## src/rtl/rsc_pkg.sv

```systemverilog
package rsc_pkg;
  typedef enum logic [1:0] {
    CTX_NORMAL = 2'b00,
    CTX_INT    = 2'b01,
    CTX_NMI    = 2'b10
  } ctx_e;

  localparam int NUM_CTX = 3;

  // strobes from control to datapath
  typedef struct packed {
    logic push;
    logic popShift;
    logic popUnder;
  } strobe_t;
endpackage

```

## src/rtl/rsc_ctrl.sv

```systemverilog
module rsc_ctrl
  import rsc_pkg::*;
#(
  parameter int DEPTH = 6,
  parameter int HIST  = 2
) (
  input  logic    clk,
  input  logic    rstN,
  input  logic    callReq,
  input  logic    intReq,
  input  logic    nmiReq,
  input  logic    retReq,
  input  logic    retiReq,
  output strobe_t strb,
  output ctx_e    ctxQ
);
  localparam int CW = $clog2(DEPTH + 1);

  logic [CW-1:0] depthQ;
  ctx_e          histQ [HIST];
  logic          anyPush, retiWin, retWin, anyPop, isEmpty;
  logic          enterCtx;
  ctx_e          enterTarget;

  // request priority: nmi, int, call, reti, ret
  always_comb begin
    anyPush     = nmiReq | intReq | callReq;
    retiWin     = !anyPush && retiReq;
    retWin      = !anyPush && !retiReq && retReq;
    anyPop      = retiWin | retWin;
    isEmpty     = (depthQ == '0);
    enterCtx    = nmiReq | intReq;
    enterTarget = nmiReq ? CTX_NMI : CTX_INT;
    strb.push     = anyPush;
    strb.popShift = anyPop && !isEmpty;
    strb.popUnder = anyPop && isEmpty;
  end

  // saturating depth counter
  always_ff @(posedge clk) begin
    if (!rstN) begin
      depthQ <= '0;
    end else if (strb.push) begin
      if (depthQ != CW'(DEPTH)) depthQ <= depthQ + 1'b1;
    end else if (strb.popShift) begin
      depthQ <= depthQ - 1'b1;
    end
  end

  // active context
  always_ff @(posedge clk) begin
    if (!rstN)          ctxQ <= CTX_NMI;
    else if (enterCtx)  ctxQ <= enterTarget;
    else if (retiWin)   ctxQ <= histQ[0];
  end

  // context history: shifts deeper on entry, up on interrupt return
  always_ff @(posedge clk) begin
    if (!rstN)         histQ[0] <= CTX_NORMAL;
    else if (enterCtx) histQ[0] <= ctxQ;
    else if (retiWin)  histQ[0] <= (HIST > 1) ? histQ[HIST > 1 ? 1 : 0] : CTX_NORMAL;
  end

  for (genvar h = 1; h < HIST; h++) begin : g_hist
    always_ff @(posedge clk) begin
      if (!rstN)         histQ[h] <= CTX_NORMAL;
      else if (enterCtx) histQ[h] <= histQ[h-1];
      else if (retiWin)  histQ[h] <= (h == HIST - 1) ? CTX_NORMAL : histQ[(h == HIST - 1) ? h : h + 1];
    end
  end

  assert_depth_max_R3: assert property (@(posedge clk) disable iff (!rstN)
    depthQ <= CW'(DEPTH));
  assert_nmi_enter_R6: assert property (@(posedge clk) disable iff (!rstN)
    nmiReq |=> ctxQ == CTX_NMI);
  assert_int_enter_R5: assert property (@(posedge clk) disable iff (!rstN)
    (intReq && !nmiReq) |=> ctxQ == CTX_INT);
  assert_ret_keeps_ctx_R8: assert property (@(posedge clk) disable iff (!rstN)
    retWin |=> $stable(ctxQ));
  assert_single_action_R10: assert property (@(posedge clk) disable iff (!rstN)
    $onehot0({strb.push, strb.popShift, strb.popUnder}));
endmodule

```

## src/rtl/rsc_dpath.sv

```systemverilog
module rsc_dpath
  import rsc_pkg::*;
#(
  parameter int DEPTH = 6,
  parameter int WIDTH = 12
) (
  input  logic             clk,
  input  logic             rstN,
  input  strobe_t          strb,
  input  ctx_e             ctx,
  input  logic [WIDTH-1:0] pcIn,
  input  logic             flagWr,
  input  logic             carryIn,
  input  logic             zeroIn,
  output logic [WIDTH-1:0] popPc,
  output logic             carryOut,
  output logic             zeroOut
);
  logic [WIDTH-1:0] lvlQ [DEPTH];
  logic             carryQ [NUM_CTX];
  logic             zeroQ  [NUM_CTX];

  // level 0 takes the pc on push, level 1 contents on pop
  always_ff @(posedge clk) begin
    if (!rstN)              lvlQ[0] <= '0;
    else if (strb.push)     lvlQ[0] <= pcIn;
    else if (strb.popShift) lvlQ[0] <= (DEPTH > 1) ? lvlQ[DEPTH > 1 ? 1 : 0] : '0;
  end

  for (genvar l = 1; l < DEPTH; l++) begin : g_lvl
    always_ff @(posedge clk) begin
      if (!rstN)              lvlQ[l] <= '0;
      else if (strb.push)     lvlQ[l] <= lvlQ[l-1];
      else if (strb.popShift) lvlQ[l] <= (l == DEPTH - 1) ? '0 : lvlQ[(l == DEPTH - 1) ? l : l + 1];
    end
  end

  for (genvar c = 0; c < NUM_CTX; c++) begin : g_flag
    always_ff @(posedge clk) begin
      if (!rstN) begin
        carryQ[c] <= 1'b0;
        zeroQ[c]  <= 1'b0;
      end else if (flagWr && ctx == ctx_e'(c)) begin
        carryQ[c] <= carryIn;
        zeroQ[c]  <= zeroIn;
      end
    end
  end

  always_comb begin
    popPc    = strb.popUnder ? pcIn + 1'b1 : lvlQ[0];
    carryOut = 1'b0;
    zeroOut  = 1'b0;
    for (int c = 0; c < NUM_CTX; c++) begin
      if (ctx == ctx_e'(c)) begin
        carryOut = carryQ[c];
        zeroOut  = zeroQ[c];
      end
    end
  end

  assert_push_top_R2: assert property (@(posedge clk) disable iff (!rstN)
    strb.push |=> lvlQ[0] == $past(pcIn));
  assert_pop_shift_R2: assert property (@(posedge clk) disable iff (!rstN)
    strb.popShift |=> lvlQ[0] == $past(lvlQ[DEPTH > 1 ? 1 : 0]));
  assert_under_hold_R4: assert property (@(posedge clk) disable iff (!rstN)
    strb.popUnder |=> $stable(lvlQ[0]));
  assert_normal_bank_kept_R9: assert property (@(posedge clk) disable iff (!rstN)
    (flagWr && ctx != CTX_NORMAL) |=> (carryQ[0] == $past(carryQ[0]) && zeroQ[0] == $past(zeroQ[0])));
endmodule

```

## src/rtl/ret_stack_ctx.sv

```systemverilog
module ret_stack_ctx
  import rsc_pkg::*;
#(
  parameter int DEPTH = 6,
  parameter int WIDTH = 12,
  parameter int HIST  = 2
) (
  input  logic             clk,
  input  logic             rstN,
  input  logic [WIDTH-1:0] pcIn,
  input  logic             callReq,
  input  logic             intReq,
  input  logic             nmiReq,
  input  logic             retReq,
  input  logic             retiReq,
  input  logic             flagWr,
  input  logic             carryIn,
  input  logic             zeroIn,
  output logic [WIDTH-1:0] popPc,
  output logic             popEmpty,
  output logic             carryOut,
  output logic             zeroOut,
  output logic [1:0]       ctxOut
);
  strobe_t strb;
  ctx_e    ctxQ;

  rsc_ctrl #(.DEPTH(DEPTH), .HIST(HIST)) i_ctrl (
    .clk(clk), .rstN(rstN),
    .callReq(callReq), .intReq(intReq), .nmiReq(nmiReq),
    .retReq(retReq), .retiReq(retiReq),
    .strb(strb), .ctxQ(ctxQ)
  );

  rsc_dpath #(.DEPTH(DEPTH), .WIDTH(WIDTH)) i_dpath (
    .clk(clk), .rstN(rstN), .strb(strb), .ctx(ctxQ), .pcIn(pcIn),
    .flagWr(flagWr), .carryIn(carryIn), .zeroIn(zeroIn),
    .popPc(popPc), .carryOut(carryOut), .zeroOut(zeroOut)
  );

  assign popEmpty = strb.popUnder;
  assign ctxOut   = ctxQ;
endmodule

```

## config.mk

```make
export PLATFORM = sky130hd
export DESIGN_NAME = ret_stack_ctx
export DESIGN_NICKNAME = d
export VERILOG_FILES = /design/src/rtl/rsc_pkg.sv /design/src/rtl/rsc_ctrl.sv /design/src/rtl/rsc_dpath.sv /design/src/rtl/ret_stack_ctx.sv
export SDC_FILE = /design/constraint.sdc
export NUM_CORES = 1
export LEC_CHECK = 0
export ABC_AREA = 1
export ABC_CLOCK_PERIOD_IN_PS = 5000
export BUFFER_PORTS_ARGS = -buffer_cell sky130_fd_sc_hd__buf_2
export CAP_MARGIN = 20
export CORE_ASPECT_RATIO = 1.75
export CORE_MARGIN = 2
export CORE_UTILIZATION = 60
export CTS_BUF_LIST = sky130_fd_sc_hd__clkbuf_4
export DETAILED_ROUTE_END_ITERATION = 12
export GPL_TIMING_DRIVEN = 0
export PLACE_DENSITY_LB_ADDON = 0.2
export SLEW_MARGIN = 5
export SYNTH_ARGS = -nofsm -noshare
export SYNTH_HDL_FRONTEND = slang
export SYNTH_SLANG_ARGS = --single-unit
```

## constraint.sdc

```tcl
create_clock -name clk -period 5 [get_ports clk]
set_clock_uncertainty 0.2 [all_clocks]
set_input_delay 1 -clock clk [delete_from_list [all_inputs] [get_ports clk]]
set_output_delay 1 -clock clk [all_outputs]
set_load 0.1 [all_outputs]
```

==> results.py <==
metrics = {
    "status": {
        "status": "complete, no violations",
    },
    "power": {
        "p_leak_nw": 1.94,
        "netSwitchingPower_mw": 0.443,
        "comb_power_share_pct": 17.6,
        "p_int_mw": 1.03,
        "clock_power_share_pct": 24.1,
        "p_sw_share_pct": 30.1,
        "finalPower_mw": 1.47,
        "ir_drop_mv": 0.192,
        "power.density_nw_per_um2": 321,
        "power_frac_seq_pct": 58.3,
    },
    "critical_path": {
        "critPathMaxStageDelay_ns": 0.42,
        "rr_startpoint": "i_ctrl.depthQ[2]",
        "setup.worst_path.end_class": "output pin",
        "cp.arrival_ns": 2.59,
        "cp_common_cell": "nand2_1",
        "crit_start": "pcIn[0]",
        "crit_path_start_kind": "input pin",
        "crit_path_top_delay_cell": "buf_2",
        "path_cells": "buf_2, ha_1, nand2_1, nor2_1, nand2_1, o21ai_0, nand3_1, nand2_1, buf_2",
        "worstSetupPathType": "input pin to output pin",
        "cp_max_fo": 3,
        "ff2ff_setup_slack_ns": 2.69,
        "worst-endpoint-required_ns": 3.80,
    },
    "cts": {
        "post_cts_resized": 0,
        "clock_path_buffers": 2,
        "cts_tree": "done",
        "worstSkewPairLatency_ns": 0.44,
        "cts_buffers": 9,
        "postCtsSetupBuffers": 0,
        "ctsHoldBuffers": 0,
        "cts-root-buf": "clkbuf_4",
        "htree_levels": 3,
        "clk_pin_slew_ns": 0.14,
        "cts.sinks": 87,
    },
    "layout": {
        "diodes": 0,
        "final_nets": 488,
        "drive_gt1_share_pct": 18.8,
        "n_fill_cell": 561,
        "fin_util_pct": 67.5,
        "area_delta_synth_final_pct": 9.97,
    },
    "yosys": {
        "async_flop_share_pct": 0,
        "syn_area_sq_um": 4180,
        "synthTopCellsByArea": "edfxtp_1 (57%), inv_1 (8.4%), o22ai_1 (8.1%), nand2_1 (4.6%), nand3_1 (4.1%)",
        "synth_edf_count": 80,
        "postSynthCellCount": 416,
        "synth_seq_cells": 87,
        "synth_warnings": 0,
        "yosysSeqAreaShare_pct": 60.8,
        "ys_types": 28,
        "synth.most_common_cell": "inv_1",
        "synth_common_cells": "inv_1 (94), edfxtp_1 (80), o22ai_1 (54), nand2_1 (51), nand3_1 (34)",
        "yosys.area.top_type_share_pct": 57.5,
        "syn_nets": 440,
        "ys.flop_type": "edfxtp_1",
        "yosys.area.top_type": "edfxtp_1",
        "syn_area_per_cell_sq_um": 10.0,
    },
    "detailed_routing": {
        "wirelength_um": 9110,
        "dr.pass1.iters": 5,
        "ant_nets": 0,
        "vias_per_cell": 5.55,
        "drtIter0Drc": 292,
        "drc": 0,
        "post_drt_wl_per_cell_um": 16.5,
        "vias": 3068,
        "maxUsedRoutingLayer": "met4",
        "met1Wirelength_um": 3430,
        "wl_met2_um": 4940,
        "route.met3.wl_um": 386,
    },
    "placed_design": {
        "place_ws_ns": 1.22,
        "routabilityCongestion": 0.899,
        "portBuffers": 37,
        "hpwl_um": 6800,
    },
    "grt": {
        "grt_max_degree": 61,
        "antenna_found_initial": 0,
        "track_usage_pct": 25.7,
        "grt_pass1_vias": 3070,
        "grt_pass1_wl_um": 14300,
        "grt_overflow": 0,
    },
    "floorplan": {
        "coreArea_sq_um": 6810,
        "start_util_pct": 61.4,
        "die_w_um": 67.1,
        "placementRows": 40,
        "dieArea_sq_um": 7670,
        "pin_count": 39,
        "die_y_um": 114,
    },
    "sta": {
        "timing.final.crit_share_pct": 75.7,
        "setup_viol": 0,
        "final_hold_viol_count": 0,
        "timing.fmax_mhz": 264,
        "min_period_ns": 3.79,
        "fin_ws_ns": 1.21,
        "tightest_slew_ns": 0.843,
        "rsz0062_at_grt": "no",
        "tns_ns": 0,
        "slew_violations": 0,
        "max_slew_margin_pct": 43.8,
    },
    "worst_hold_path": {
        "hp-start": "i_dpath.zeroQ[2]",
        "hold_class": "register to register",
    },
    "flow_run": {
        "timing.max_cap.violations": 0,
    },
}
## worst max-delay path: cells and delay by family
family	cells	cell delay, ns
fa+ha+maj	1	0.16
compound gates	1	0.16
simple gates	5	0.74
buf+inv	2	0.53
## layer usage
metal	track usage (%)	vias to the layer above
met5	0	-
met4	14.7	0
met3	5.90	25
met2	44.4	95
met1	28.0	1441
li1	-	1507
## cells in the final DEF, fill, tap and decap left out, types with 2 or more instances in the layout
master and n:
nor2_1 29, nor2_8 2, o22ai_1 54, nor3_1 3, inv_2 4, dfxtp_1 7, nand2_4 2, xor2_1 2
nand2_1 51, o21ai_1 6, buf_4 5, a21oi_1 2, nand3_1 33, buf_2 47, o21ai_2 5, o21ai_0 13
edfxtp_1 80, clkbuf_4 14, nand2_2 4, inv_1 94
## registers in the layout, summed over array words and instances (netlist names)
| name | cells |
|---|---|
| i_dpath.lvlQ | 72 |
| i_dpath.carryQ | 3 |
| i_ctrl.histQ | 4 |
| i_dpath.zeroQ | 3 |
| i_ctrl.ctxQ | 2 |
| i_ctrl.depthQ | 3 |
## layout make-up
| class | instances | area, sq um | area share, % |
|---|---|---|---|
| repair buffers | 37 | 185 | 4.03 |
| clock inverters | 2 | 8.76 | 0.191 |
| multi-input cells | 214 | 1170 | 25.6 |
| plain buffers | 17 | 106 | 2.31 |
| inverters | 98 | 368 | 8.00 |
| clock buffers | 14 | 105 | 2.29 |
| flip-flops and latches | 87 | 2540 | 55.3 |
| well taps | 84 | 105 | 2.29 |
## power by group through the flow
stage	Combinational, mW	Sequential, mW	Clock, mW
floorplan	0.196	0.879	0
global placement	0.252	0.875	0
detailed placement	0.259	0.877	0
CTS	0.259	0.860	0.362
global route	0.280	0.865	0.385
finish	0.259	0.860	0.356
## cell families (layout without fill, tap and decap cells)
kind of cell             Yosys count  in the layout  share of synthesized area, %
buffers and inverters            115            168                          11.3
XOR/XNOR                           3              3                         0.629
flip-flops                        87             87                          60.8
AND/OR/NAND/NOR                  127            127                          14.4
AO/OA/AOI/OAI                     82             82                          12.0
adder cells (fa/ha/maj)            2              2                         0.778
## final timing paths
check	endpoint	cells after the start
max	popPc[10]	9
min	i_dpath.zeroQ[2]	2
max reg2reg	i_dpath.lvlQ[1][7]	4
min reg2reg	i_dpath.zeroQ[2]	2
## stage by stage
stage	hold WS, ns	instance area [sq um]	instances
2_1_floorplan	0.256	4180	416
3_3_place_gp	0.277	4470	537
3_5_place_dp	0.273	4480	537
4_1_cts	0.301	4600	553
5_1_grt	0.330	4600	553
6_report	0.301	4600	553
Power figures use the tool's default switching activity.
